`src/rtl/eccPkg.sv`:
```
package eccPkg;

  typedef struct packed {
    logic clear;
    logic accum;
    logic loadLo;
    logic evalHi;
  } eccStrobeT;

  typedef enum logic [1:0] {
    ERR_NONE   = 2'd0,
    ERR_SINGLE = 2'd1,
    ERR_MULTI  = 2'd2,
    ERR_PARITY = 2'd3
  } errKindT;

  localparam int STAT_BIT_LSB = 4;
  localparam int STAT_OFF_LSB = 7;
  localparam int STAT_OFF_W   = 11;
  localparam int WORD_W       = 32;
  localparam int HALF_W       = 16;
  localparam int COL_PAIRS    = 3;

endpackage

```
`src/rtl/eccControl.sv`:
```
module eccControl
  import eccPkg::*;
(
  input  logic      clk,
  input  logic      rstN,
  input  logic      initPulse,
  input  logic      lockIn,
  input  logic      encodeMode,
  input  logic      byteValid,
  input  logic      parWrLo,
  input  logic      parWrHi,
  output eccStrobeT strobes,
  output logic      statusValid
);

  logic validQ;

  // Init dominates; verdict freezes further parity-half writes.
  always_comb begin
    strobes.clear  = initPulse;
    strobes.accum  = byteValid & ~lockIn & ~initPulse;
    strobes.loadLo = parWrLo & ~encodeMode & ~initPulse & ~validQ;
    strobes.evalHi = parWrHi & ~encodeMode & ~initPulse & ~validQ;
  end

  always_ff @(posedge clk or negedge rstN) begin
    if (!rstN)              validQ <= 1'b0;
    else if (strobes.clear) validQ <= 1'b0;
    else if (strobes.evalHi) validQ <= 1'b1;
  end

  assign statusValid = validQ;

endmodule

```
`src/rtl/eccDatapath.sv`:
```
module eccDatapath
  import eccPkg::*;
#(
  parameter int ADDR_W = 11
) (
  input  logic        clk,
  input  logic        rstN,
  input  eccStrobeT   strobes,
  input  logic [7:0]  byteData,
  input  logic [15:0] parData,
  output logic [31:0] eccWord,
  output logic [31:0] status
);

  localparam int PAIRS = COL_PAIRS + ADDR_W;
  localparam int PW    = 2 * PAIRS;

  logic [ADDR_W-1:0]       byteCnt;
  logic [PW-1:0]           parAcc, parNext;
  logic [HALF_W-1:0]       storedLo;
  logic [COL_PAIRS-1:0]    colEven, colOdd;
  logic                    rowPar;
  logic [WORD_W-1:0]       syn, statusNext, statusQ;
  logic [ADDR_W-1:0]       errOff;
  logic [COL_PAIRS-1:0]    errBit;
  logic [PAIRS-1:0]        pairSplit;
  errKindT                 kind;

  // Column parities: fold the byte's bits by each bit-index bit.
  always_comb begin
    colEven = '0;
    colOdd  = '0;
    for (int j = 0; j < COL_PAIRS; j++) begin
      for (int b = 0; b < 8; b++) begin
        if (((b >> j) & 1) != 0) colOdd[j]  = colOdd[j]  ^ byteData[b];
        else                     colEven[j] = colEven[j] ^ byteData[b];
      end
    end
  end

  assign rowPar = ^byteData;

  genvar gi;
  generate
    for (gi = 0; gi < COL_PAIRS; gi++) begin : gCol
      assign parNext[2*gi]   = parAcc[2*gi]   ^ colEven[gi];
      assign parNext[2*gi+1] = parAcc[2*gi+1] ^ colOdd[gi];
    end
    for (gi = 0; gi < ADDR_W; gi++) begin : gRow
      localparam int P = COL_PAIRS + gi;
      assign parNext[2*P]   = parAcc[2*P]   ^ (rowPar & ~byteCnt[gi]);
      assign parNext[2*P+1] = parAcc[2*P+1] ^ (rowPar &  byteCnt[gi]);
    end
  endgenerate

  always_ff @(posedge clk or negedge rstN) begin
    if (!rstN) begin
      parAcc  <= '0;
      byteCnt <= '0;
    end else if (strobes.clear) begin
      parAcc  <= '0;
      byteCnt <= '0;
    end else if (strobes.accum) begin
      parAcc  <= parNext;
      byteCnt <= byteCnt + 1'b1;
    end
  end

  always_ff @(posedge clk or negedge rstN) begin
    if (!rstN)               storedLo <= '0;
    else if (strobes.loadLo) storedLo <= parData;
  end

  // Syndrome uses the high half straight from the write cycle.
  assign syn = {parData, storedLo} ^ WORD_W'(parAcc);

  generate
    for (gi = 0; gi < PAIRS; gi++) begin : gSplit
      assign pairSplit[gi] = syn[2*gi] ^ syn[2*gi+1];
    end
    for (gi = 0; gi < COL_PAIRS; gi++) begin : gBit
      assign errBit[gi] = syn[2*gi+1];
    end
    for (gi = 0; gi < ADDR_W; gi++) begin : gOff
      assign errOff[gi] = syn[2*(COL_PAIRS+gi)+1];
    end
  endgenerate

  always_comb begin
    if (syn == '0)
      kind = ERR_NONE;
    else if ((&pairSplit) && ((syn >> PW) == '0))
      kind = ERR_SINGLE;
    else if ($countones(syn) == 1)
      kind = ERR_PARITY;
    else
      kind = ERR_MULTI;
  end

  always_comb begin
    statusNext = '0;
    statusNext[1:0] = kind;
    if (kind == ERR_SINGLE) begin
      statusNext[STAT_BIT_LSB +: COL_PAIRS]  = errBit;
      statusNext[STAT_OFF_LSB +: STAT_OFF_W] = STAT_OFF_W'(errOff);
    end
  end

  always_ff @(posedge clk or negedge rstN) begin
    if (!rstN)               statusQ <= '0;
    else if (strobes.clear)  statusQ <= '0;
    else if (strobes.evalHi) statusQ <= statusNext;
  end

  assign eccWord = WORD_W'(parAcc);
  assign status  = statusQ;

endmodule

```
`src/rtl/eccCheckerTop.sv`:
```
module eccCheckerTop
  import eccPkg::*;
#(
  parameter int ADDR_W = 11
) (
  input  logic        clk,
  input  logic        rstN,
  input  logic        initPulse,
  input  logic        lockIn,
  input  logic        encodeMode,
  input  logic        byteValid,
  input  logic [7:0]  byteData,
  input  logic        parWrLo,
  input  logic        parWrHi,
  input  logic [15:0] parData,
  output logic [31:0] eccWord,
  output logic [31:0] status,
  output logic        statusValid
);

  eccStrobeT strobes;

  eccControl uCtrl (
    .clk        (clk),
    .rstN       (rstN),
    .initPulse  (initPulse),
    .lockIn     (lockIn),
    .encodeMode (encodeMode),
    .byteValid  (byteValid),
    .parWrLo    (parWrLo),
    .parWrHi    (parWrHi),
    .strobes    (strobes),
    .statusValid(statusValid)
  );

  eccDatapath #(.ADDR_W(ADDR_W)) uData (
    .clk     (clk),
    .rstN    (rstN),
    .strobes (strobes),
    .byteData(byteData),
    .parData (parData),
    .eccWord (eccWord),
    .status  (status)
  );

endmodule

```
`config.mk`:
```
export PLATFORM = sky130hd
export DESIGN_NAME = eccCheckerTop
export DESIGN_NICKNAME = d
export VERILOG_FILES = /design/src/rtl/eccPkg.sv /design/src/rtl/eccControl.sv /design/src/rtl/eccDatapath.sv /design/src/rtl/eccCheckerTop.sv
export SDC_FILE = /design/constraint.sdc
export NUM_CORES = 1
export LEC_CHECK = 0
export CAP_MARGIN = 25
export CORE_MARGIN = 8
export CORE_UTILIZATION = 50
export CTS_BUF_LIST = sky130_fd_sc_hd__clkbuf_4
export DETAILED_ROUTE_END_ITERATION = 6
export PLACE_DENSITY = 0.88
export SLEW_MARGIN = 20
export SYNTH_ARGS = -nofsm -noshare
export SYNTH_HDL_FRONTEND = slang
export SYNTH_SLANG_ARGS = --single-unit
```
`constraint.sdc`:
```
create_clock -name clk -period 6.9 [get_ports clk]
set_clock_uncertainty 0.15 [all_clocks]
set_input_delay 1.38 -clock clk [delete_from_list [all_inputs] [get_ports clk]]
set_output_delay 1.38 -clock clk [all_outputs]
set_load 0.01 [all_outputs]
```
==> metrics.txt, run 1 <==
slowest CP cell fa_1; CTS Root Cell clkbuf_4; Seq/Total Area, Yosys 0.359; share of Yosys cell area claimed by the top area cell type 0.359; IO Count 97; post-placement cell area 0.00584 mm^2; hold endpoint uData.status[1]; Netlist cell types 31; worst vdd ir 0.000575 V; Most used DFF post-synth dfrtp_1; clock-pin slew on the worst setup and hold paths 0.13 ns; Post-Syn Area 0.00502 mm^2; Pwr per Cell Area 549 mW/mm^2; Hold Fails Final Rpt 0; # diodes 0; period utilization 0.904; Slew Viols, Final 0; Die ar. 0.0135 mm^2; 1st-iter DRT viols 261; most used cell, CP fa_1; via count 3811; Critical R2R Launch uData.parAcc[7]; Synth Instances 498; most numerous cell in the Yosys netlist inv_1; mean routed wirelength per cell 17.4 um; CP Class in2reg; CP arrival 6.44 ns; hold path start uData.status[1]; Setup TNS Final 0 ns; Worst-Margin Slew 0.910 ns; FMAX 160 MHz; Remaining Overflow, GRT 0; CTS tree built; design area 0.00599 mm^2; FP Rows 36; drt pass-1 iters 5; startpoint types primary input; Final ANT Viol Nets 0; unrepaired setup endpoints after global routing false; leakage power 0.00281 uW; Syn-to-layout area delta 19.2%; post-route insts no fill 708; ys async rst share 1.00; clk_lat worst skew 0.43 ns; global-route wire length before repair 19700 um; Initial Util 0.514; Crit. End Element flip-flop; CTS resizes 0; Critical R2R Capture uData.status[0]; status finished clean; largest net degree at the start of global routing 73; Synth area leader dfrtp_1; crit path cell chain clkdlybuf4s50_1, xor2_1, ha_1, inv_1, fa_1, inv_1, fa_1, inv_1, fa_1, fa_1, fa_1, inv_1, ha_1, inv_1, fa_1, nor4bb_1, a31oi_1, o21ai_0; die width 116 um; Tmin final 6.24 ns; die boundary height 116 um; critical path required time 7.11 ns; synth top area cells dfrtp_1 (36%), ha_1 (10%), fa_1 (10%), inv_1 (5.8%), xor2_1 (5.1%); post-DP HPWL 9690 um; DRT Wirelength 12400 um; hold path cells 2; number of global-route vias before repair 3994; Fillers 811; max_cap viols 0; layout cell share with drive strength beyond 1 0.0730; Critical Path Fanout Max 3; post-synthesis register bit count 72; gpl congestion 0.908; number of buffers added on ports 76; CP max stage delay 0.54 ns; Ys Warns 0; worst-case clock buffer depth 2; placed cells 692; top post-synthesis cells by count inv_1 (77), dfrtp_1 (72), ha_1 (42); drt via density 5.38; antenna violations before repair 0; Nets 670; R2R depth 16; worst reg-to-reg setup slack 1.56 ns; Post-synth EDFFs 0; Avg Inst Size Synth 10.1 um^2; number of buffers created by CTS 9; total track usage 0.188; Worst slew margin 0.394; Worst Hold Class reg2reg; cts hold-fix bufs 0; Sink Count 72; Post-CTS Setup Bufs 0; final setup violation count 0; drc violations 0; H-Tree Depth 3; Core Area 0.00977 mm^2
==> metrics by stage <==
stage	util	hold slack, ns	setup slack (ns)	power (uW)
2_1_floorplan	-	0.351	1.12	2320
3_3_place_gp	0.596	0.314	0.449	2700
3_5_place_dp	0.597	0.327	0.245	2960
4_1_cts	0.612	0.358	0.735	3260
5_1_grt	0.612	0.385	0.495	3630
6_report	0.612	0.347	0.664	3280
==> critical path: cells and delay by family <==
family	cells	cell delay [ns]
compound gates	2	0.29
fa+ha+maj	8	3.41
buf+inv	6	0.82
simple gates	1	0.29
xor+xnor	1	0.26
==> area by class of cell <==
class                   instances  area (um^2)  share of cell area
repair buffers                 82          805               0.134
multi-input cells             328         2780               0.464
inverters                      77          289              0.0483
flip-flops and latches         72         1800               0.301
clock buffers                  10         75.1              0.0125
well taps                     133          166              0.0278
clock inverters                 6         68.8              0.0115
==> layer usage <==
layer | global-route usage | vias up | wire, um
li1 | - | 1761 | -
met1 | 0.222 | 1919 | 4930
met2 | 0.324 | 110 | 6430
met3 | 0.0491 | 21 | 728
met4 | 0.0614 | 0 | 257
met5 | 0 | - | 0
==> power breakdown <==
group	leakage, uW	switching (uW)	internal [uW]	total [uW]
clock network	0.0000770	166	116	282
logic	0.00177	1300	1190	2490
registers	0.000960	45.7	462	508
total	0.00281	1510	1770	3280
==> sequential cells by signal, indices dropped and copies added, names as in the netlist <==
signal	count
uData.byteCnt	11
uData.storedLo	16
uData.parAcc	28
uData.status	16
uCtrl.statusValid	1
==> cell usage in the layout, fill, tap and decap left out, types with 2 or more instances in the layout <==
| master | count |
|---|---|
| and2_1 | 2 |
| dfrtp_1 | 72 |
| mux2_2 | 17 |
| or4_1 | 12 |
| xnor2_1 | 23 |
| a21oi_1 | 33 |
| clkbuf_4 | 10 |
| nand4_1 | 10 |
| nand3_1 | 4 |
| ha_1 | 42 |
| fa_1 | 26 |
| nor2_1 | 13 |
| nand2_1 | 9 |
| conb_1 | 20 |
| o31ai_1 | 11 |
| clkinv_4 | 2 |
| buf_4 | 5 |
| o21ai_0 | 33 |
| xor2_1 | 29 |
| clkdlybuf4s50_1 | 75 |
| inv_1 | 77 |
| a22o_1 | 14 |
| or3_1 | 19 |
==> worst max path at each step <==
stage	from	endpoint	slack [ns]	cells after the start
2_1_floorplan	parData[7]	uData.status[0]	1.12	17
5_1_grt	parData[3]	uData.status[0]	0.49	20
4_1_cts	parData[3]	uData.status[0]	0.73	19
3_3_place_gp	parData[11]	uData.status[0]	0.45	18
3_5_place_dp	parData[3]	uData.status[0]	0.25	19
6_report	parData[7]	uData.status[0]	0.66	18
==> logic make-up after synthesis <==
logic type	after synthesis	share of synthesized area
AO/OA/AOI/OAI	94	0.111
buffers and inverters	117	0.104
XOR/XNOR	53	0.0924
adder cells (fa/ha/maj)	68	0.208
multiplexers	17	0.0381
flip-flops	72	0.359
AND/OR/NAND/NOR	76	0.0867
other	1	0.000747
No activity file was read; power rests on OpenSTA's default activity.
==> inputs of run 2 (changes only) <==
RECOVER_POWER = 100   (was not set)
==> run 2 against run 1 <==
Net effect:
- the flow now finishes with violations (capacitance limit, slew limit)
- fmax fell by 0.89%
- final area is 0.29% lower
- register-to-register slack barely moved
- clock-buffer cell count stayed put
- critical path depth is 1 higher
- global-route usage stayed put
- critical endpoint unchanged
- largest power group unchanged
- die area did not move
- non-clock buffer count unchanged
- clock power hardly changed
- power fell by 0.30%
- hold slack got worse by 0.0064 ns
- sequential cell count stayed put
==> metrics.txt, run 2 (synthesized netlist as in run 1, its figures left out) <==
Nets 670 (unchanged); post-DP HPWL 9690 um (unchanged); IO Count 97 (unchanged); cts hold-fix bufs 0 (unchanged); clock share of power 0.087 (about the same); Initial Util 0.514 (unchanged); CTS tree built; CTS resizes 0 (unchanged); Sink Count 72 (unchanged); mean routed wirelength per cell 17.4 um (-0.44%); CP max stage delay 0.57 ns (+0.03 ns); Multi-input gate area 0.00278 mm^2 (about the same); CTS Root Cell clkbuf_4; Internal 1760 uW (-0.42%); via count 3813 (+0.052%); 1st-iter DRT viols 262 (+0.38%); die width 116 um (unchanged); Stages on worst setup path 19 (+1); Net Sw Frac 0.461 (+0.000627); post-placement cell area 0.00584 mm^2 (unchanged); final setup violation count 0 (unchanged); CP arrival 6.51 ns (+0.07 ns); Post-CTS Setup Bufs 0 (unchanged); FP Rows 36 (unchanged); most frequent cells in the layout inv_1 (77), dfrtp_1 (72), dlygate4sd3_1 (47); unrepaired setup endpoints after global routing false; crit path cell chain dlygate4sd3_1, xor2_1, inv_1, ha_1, inv_1, fa_1, inv_1, fa_1, inv_1, fa_1, fa_1, fa_1, inv_1, ha_1, inv_1, fa_1, nor4bb_1, a31oi_1, o21ai_0; drt pass-1 iters 4 (-1); critical path required time 7.12 ns (about the same); CP Class in2reg; Setup TNS Final 0 ns (unchanged); Hold Fails Final Rpt 0 (unchanged); gpl congestion 0.908 (unchanged); number of global-route vias before repair 3994 (unchanged); startpoint types primary input; sw power 1510 uW (-0.17%); layout cell share with drive strength beyond 1 0.0661 (-0.00696); Worst slew margin -1.51 (-1.90); Seq. cell area 0.00180 mm^2 (unchanged); Core Area 0.00977 mm^2 (unchanged); Critical Path Fanout Max 3 (unchanged); Slew Viols, Final 129 (+129); worst-case clock buffer depth 2 (unchanged); antenna violations before repair 0 (unchanged); drc violations 0 (unchanged); leakage power 0.00294 uW (+4.6%); Die ar. 0.0135 mm^2 (unchanged); combinational power share 0.759 (about the same); slowest CP cell dlygate4sd3_1; die boundary height 116 um (unchanged); hold path cells 2 (unchanged); clk_lat worst skew 0.44 ns (about the same); worst vdd ir 0.000573 V (-0.33%); number of buffers added on ports 76 (unchanged); CP top delay family adder cells; number of buffers created by CTS 9 (unchanged); largest net degree at the start of global routing 73 (unchanged); commonest non-fill, non-tap cell in the layout inv_1; R2R depth 16 (unchanged); Largest register FFs 28 (unchanged); status finished, violations left; sequential share of power 0.155 (about the same); Remaining Overflow, GRT 0 (unchanged); clock-pin slew on the worst setup and hold paths 0.13 ns (about the same); design area 0.00597 mm^2 (-0.29%); max_cap viols 2 (+2); most flop-heavy register uData.parAcc; period utilization 0.912 (+0.00814); Syn-to-layout area delta 18.9%; total track usage 0.188 (unchanged); Worst-Margin Slew 3.76 ns (+2.85 ns); Crit path buffers/inverters 7 (+1); Tmin final 6.29 ns (+0.0562 ns); Fillers 818 (+0.86%); Crit. End Element flip-flop; global-route wire length before repair 19700 um (unchanged); drt via density 5.39 (about the same); # diodes 0 (unchanged); DRT Wirelength 12300 um (-0.44%); H-Tree Depth 3 (unchanged); Pwr per Cell Area 549 mW/mm^2 (about the same); Worst Hold Class reg2reg; FMAX 159 MHz (-0.89%); failing checks capacitance limit, slew limit; Final ANT Viol Nets 0 (unchanged)
run 2: power by group through the flow:
stage                     Combinational [uW]  Clock [uW]  Sequential [uW]
after floorplan                         1810           0              510
final                                   2480         283              507
after global routing                    2800         303              513
after global placement                  2180           0              513
after detailed placement                2450           0              515
after CTS                               2470         286              507
run 2: worst min-delay path, stage by stage, from the launching register on:
cell	delay [ns]
dfrtp_1	0.36
nand2_1	0.04
o21ai_0	0.06
run 2: final cells by class:
class	count	area share
timing repair buffer	82	0.132
sequential	72	0.302
multi-input combinational	328	0.465
clock buffer	10	0.0126
inverter	77	0.0484
tap	133	0.0279
clock inverter	6	0.0115
run 2: worst paths after layout:
kind	from	to	slack, ns
max	parData[3]	uData.status[0]	0.61
min	uData.status[1]	uData.status[1]	0.34
max reg2reg	uData.parAcc[7]	uData.status[0]	1.57
min reg2reg	uData.status[1]	uData.status[1]	0.34
max in group asynchronous	rstN	uData.parAcc[7]	2.31
min in group asynchronous	rstN	uData.status[0]	2.15
run 2: metal layers:
| metal | part of all wire | wire length (um) | up-vias | global-route usage |
|---|---|---|---|---|
| met5 | 0 | 0 | - | 0 |
| met2 | 0.52 | 6400 | 96 | 0.324 |
| met3 | 0.053 | 647 | 27 | 0.0491 |
| met1 | 0.40 | 4920 | 1930 | 0.222 |
| met4 | 0.027 | 335 | 0 | 0.0614 |
| li1 | - | - | 1760 | - |
run 2: through the flow:
stage          worst slack, ns  power, uW  hold WS [ns]   util  cells
6_report                 0.608       3270         0.341  0.611    708
3_5_place_dp             0.245       2960         0.327  0.597    692
5_1_grt                  0.423       3620         0.380  0.611    708
3_3_place_gp             0.449       2700         0.314  0.596    691
2_1_floorplan             1.12       2320         0.351      -    517
4_1_cts                  0.735       3260         0.358  0.612    708
==> inputs of run 3 (changes only) <==
CORE_UTILIZATION = 40   (was 50)
GPL_TIMING_DRIVEN = 0   (was not set)
HOLD_SLACK_MARGIN = 0.06   (was not set)
PLACE_DENSITY = 0.75   (was 0.88)
==> run 3 against run 2 <==
Net effect:
- the flow still finishes with violations (capacitance limit, slew limit)
- wire length grew 4.8%
- combinational power down 8.9%
- register-to-register slack worse by 0.04 ns
- utilization fell by 11 points
- non-clock buffer count rose by 34
- worst setup slack got worse by 0.091 ns
==> metrics.txt, run 3 (synthesized netlist as in run 1, its figures left out) <==
die width 128 um (+10%); Initial Util 0.404 (-0.109); die boundary height 128 um (+10%); sw power 1340 uW (-11%); unrepaired setup endpoints after global routing false; Hold Fails Final Rpt 0 (unchanged); max_cap viols 2 (unchanged); combinational power share 0.719 (-0.040); Crit. End Element flip-flop; post-DP HPWL 10700 um (+10%); via count 3945 (+3.5%); FP Rows 41 (+14%); Crit. Startpoint parData[3]; Crit path buffers/inverters 7 (unchanged); worst vdd ir 0.000588 V (+2.7%); largest net degree at the start of global routing 41 (-44%); Sink Count 72 (unchanged); Die ar. 0.0164 mm^2 (+21%); Final ANT Viol Nets 0 (unchanged); IO Count 97 (unchanged); final setup violation count 0 (unchanged); FMAX 157 MHz (-1.4%); hold path start uData.status[14]; Worst-Margin Slew 2.11 ns (-1.65 ns); CP endpoint uData.status[0]; number of global-route vias before repair 4168 (+4.4%); Pwr per Cell Area 503 mW/mm^2 (-8.3%); drc violations 0 (unchanged); global-route wire length before repair 20900 um (+6.1%); drt pass-1 iters 4 (unchanged); Slew Viols, Final 75 (-42%); CTS Root Cell clkbuf_4; CP top delay family adder cells; commonest non-fill, non-tap cell in the layout inv_1; clock share of power 0.120 (+0.033); number of buffers created by CTS 9 (unchanged); Critical R2R Launch uData.parAcc[7]; antenna violations before repair 0 (unchanged); Setup TNS Final 0 ns (unchanged); Worst Hold Class reg2reg; CTS tree built; Worst slew margin -0.403 (+1.10); slowest CP cell dlygate4sd3_1; R2R depth 16 (unchanged); Remaining Overflow, GRT 0 (unchanged); startpoint types primary input; 1st-iter DRT viols 198 (-24%); CTS resizes 0 (unchanged); worst reg-to-reg setup slack 1.53 ns (-0.04 ns); sequential share of power 0.161 (+0.006); total track usage 0.163 (-0.0248); Net Sw Frac 0.427 (-0.0344); Nets 704 (+5.1%); most frequent cells in the layout inv_1 (77), dfrtp_1 (72), dlygate4sd3_1 (50); period utilization 0.925 (+0.0133); Fillers 1155 (+41%); Critical R2R Capture uData.status[0]; CP arrival 6.57 ns (+0.06 ns); CP max stage delay 0.57 ns (about the same); Stages on worst setup path 19 (unchanged); cts hold-fix bufs 0 (unchanged); drt via density 5.06 (-6.1%); CP Class in2reg; Post-CTS Setup Bufs 0 (unchanged); number of buffers added on ports 75 (-1.3%); failing checks capacitance limit, slew limit; Syn-to-layout area delta 24.5%; critical path required time 7.09 ns (-0.03 ns); Tmin final 6.38 ns (+0.0914 ns); Largest register FFs 28 (unchanged); gpl congestion 0.939 (+3.4%); status finished, violations left; most flop-heavy register uData.parAcc; layout cell share with drive strength beyond 1 0.0855 (+0.0194); Tot Pwr 3150 uW (-4.0%); crit path cell chain dlygate4sd3_1, xor2_1, inv_1, ha_1, inv_1, fa_1, inv_1, fa_1, inv_1, fa_1, fa_1, fa_1, inv_1, ha_1, inv_1, fa_1, nor4bb_1, a31oi_1, o21ai_0; H-Tree Depth 3 (unchanged); mean routed wirelength per cell 16.5 um (-4.9%); Critical Path Fanout Max 3 (unchanged); Internal 1800 uW (+2.2%); DRT Wirelength 12900 um (+4.8%); leakage power 0.00307 uW (+4.6%); Core Area 0.0124 mm^2 (+27%); clk_lat worst skew 0.42 ns (-0.02 ns); # diodes 0 (unchanged); clock-pin slew on the worst setup and hold paths 0.11 ns (-0.02 ns); worst-case clock buffer depth 2 (unchanged)
[run 3: changes by cell type in the layout (fill, tap and decap cells not counted), sizes merged]
cell and delta:
clkinv -3, dlygate4sd3 +3, clkdlybuf4s50 -4, clkinvlp -1, buf +16, clkbuf +19
bufinv +3
[run 3: layout make-up]
cell class | count | area, um^2 | area share
sequential | 72 | 1800 | 0.288
timing repair buffer | 76 | 748 | 0.120
inverter | 77 | 289 | 0.0462
multi-input combinational | 328 | 2770 | 0.443
buffer | 40 | 225 | 0.0360
tap | 172 | 215 | 0.0344
clock inverter | 5 | 129 | 0.0206
clock buffer | 10 | 75.1 | 0.0120
[run 3: routing by layer]
metal / track usage / share of wire / wire length (um)
met4: 0.0657 / 0.027 / 351
met1: 0.187 / 0.40 / 5160
met3: 0.0354 / 0.049 / 626
met5: 0 / 0 / 0
met2: 0.288 / 0.52 / 6750
[run 3: how the worst min path moves through the flow]
stage	cells past startpoint	to	slack, ns
after floorplan	1	uData.storedLo[11]	0.35
after global placement	2	uData.status[0]	0.32
after detailed placement	2	uData.status[0]	0.34
after CTS	2	uData.status[0]	0.37
after global routing	2	uData.status[0]	0.38
final	1	uData.status[14]	0.36
[run 3: worst reg2reg max path, cell delays in order, from the launching register on]
cell and delay [ns]:
dfrtp_1 0.46, xor2_1 0.41, inv_1 0.09, ha_1 0.34, fa_1 0.55, inv_1 0.05
fa_1 0.39, fa_1 0.51, fa_1 0.52, fa_1 0.48, inv_1 0.06, ha_1 0.16
inv_1 0.06, fa_1 0.47, nor4bb_1 0.32, a31oi_1 0.13, o21ai_0 0.17
[run 3: through the flow]
| stage | setup slack (ns) | hold WS (ns) | instance area (um^2) | util | instances |
|---|---|---|---|---|---|
| floorplan | 1.12 | 0.351 | 5090 | - | 517 |
| global placement | 0.253 | 0.321 | 6060 | 0.488 | 764 |
| detailed placement | 0.158 | 0.343 | 6080 | 0.489 | 765 |
| CTS | 0.592 | 0.369 | 6280 | 0.506 | 780 |
| global route | 0.280 | 0.383 | 6250 | 0.504 | 780 |
| finish | 0.517 | 0.364 | 6250 | 0.504 | 780 |
[run 3: power by group through the flow]
stage	logic, uW	clock network, uW	registers, uW
floorplan	1810	0	510
global placement	2200	0	514
detailed placement	2330	0	517
CTS	2350	383	508
global route	2620	403	513
finish	2260	377	507
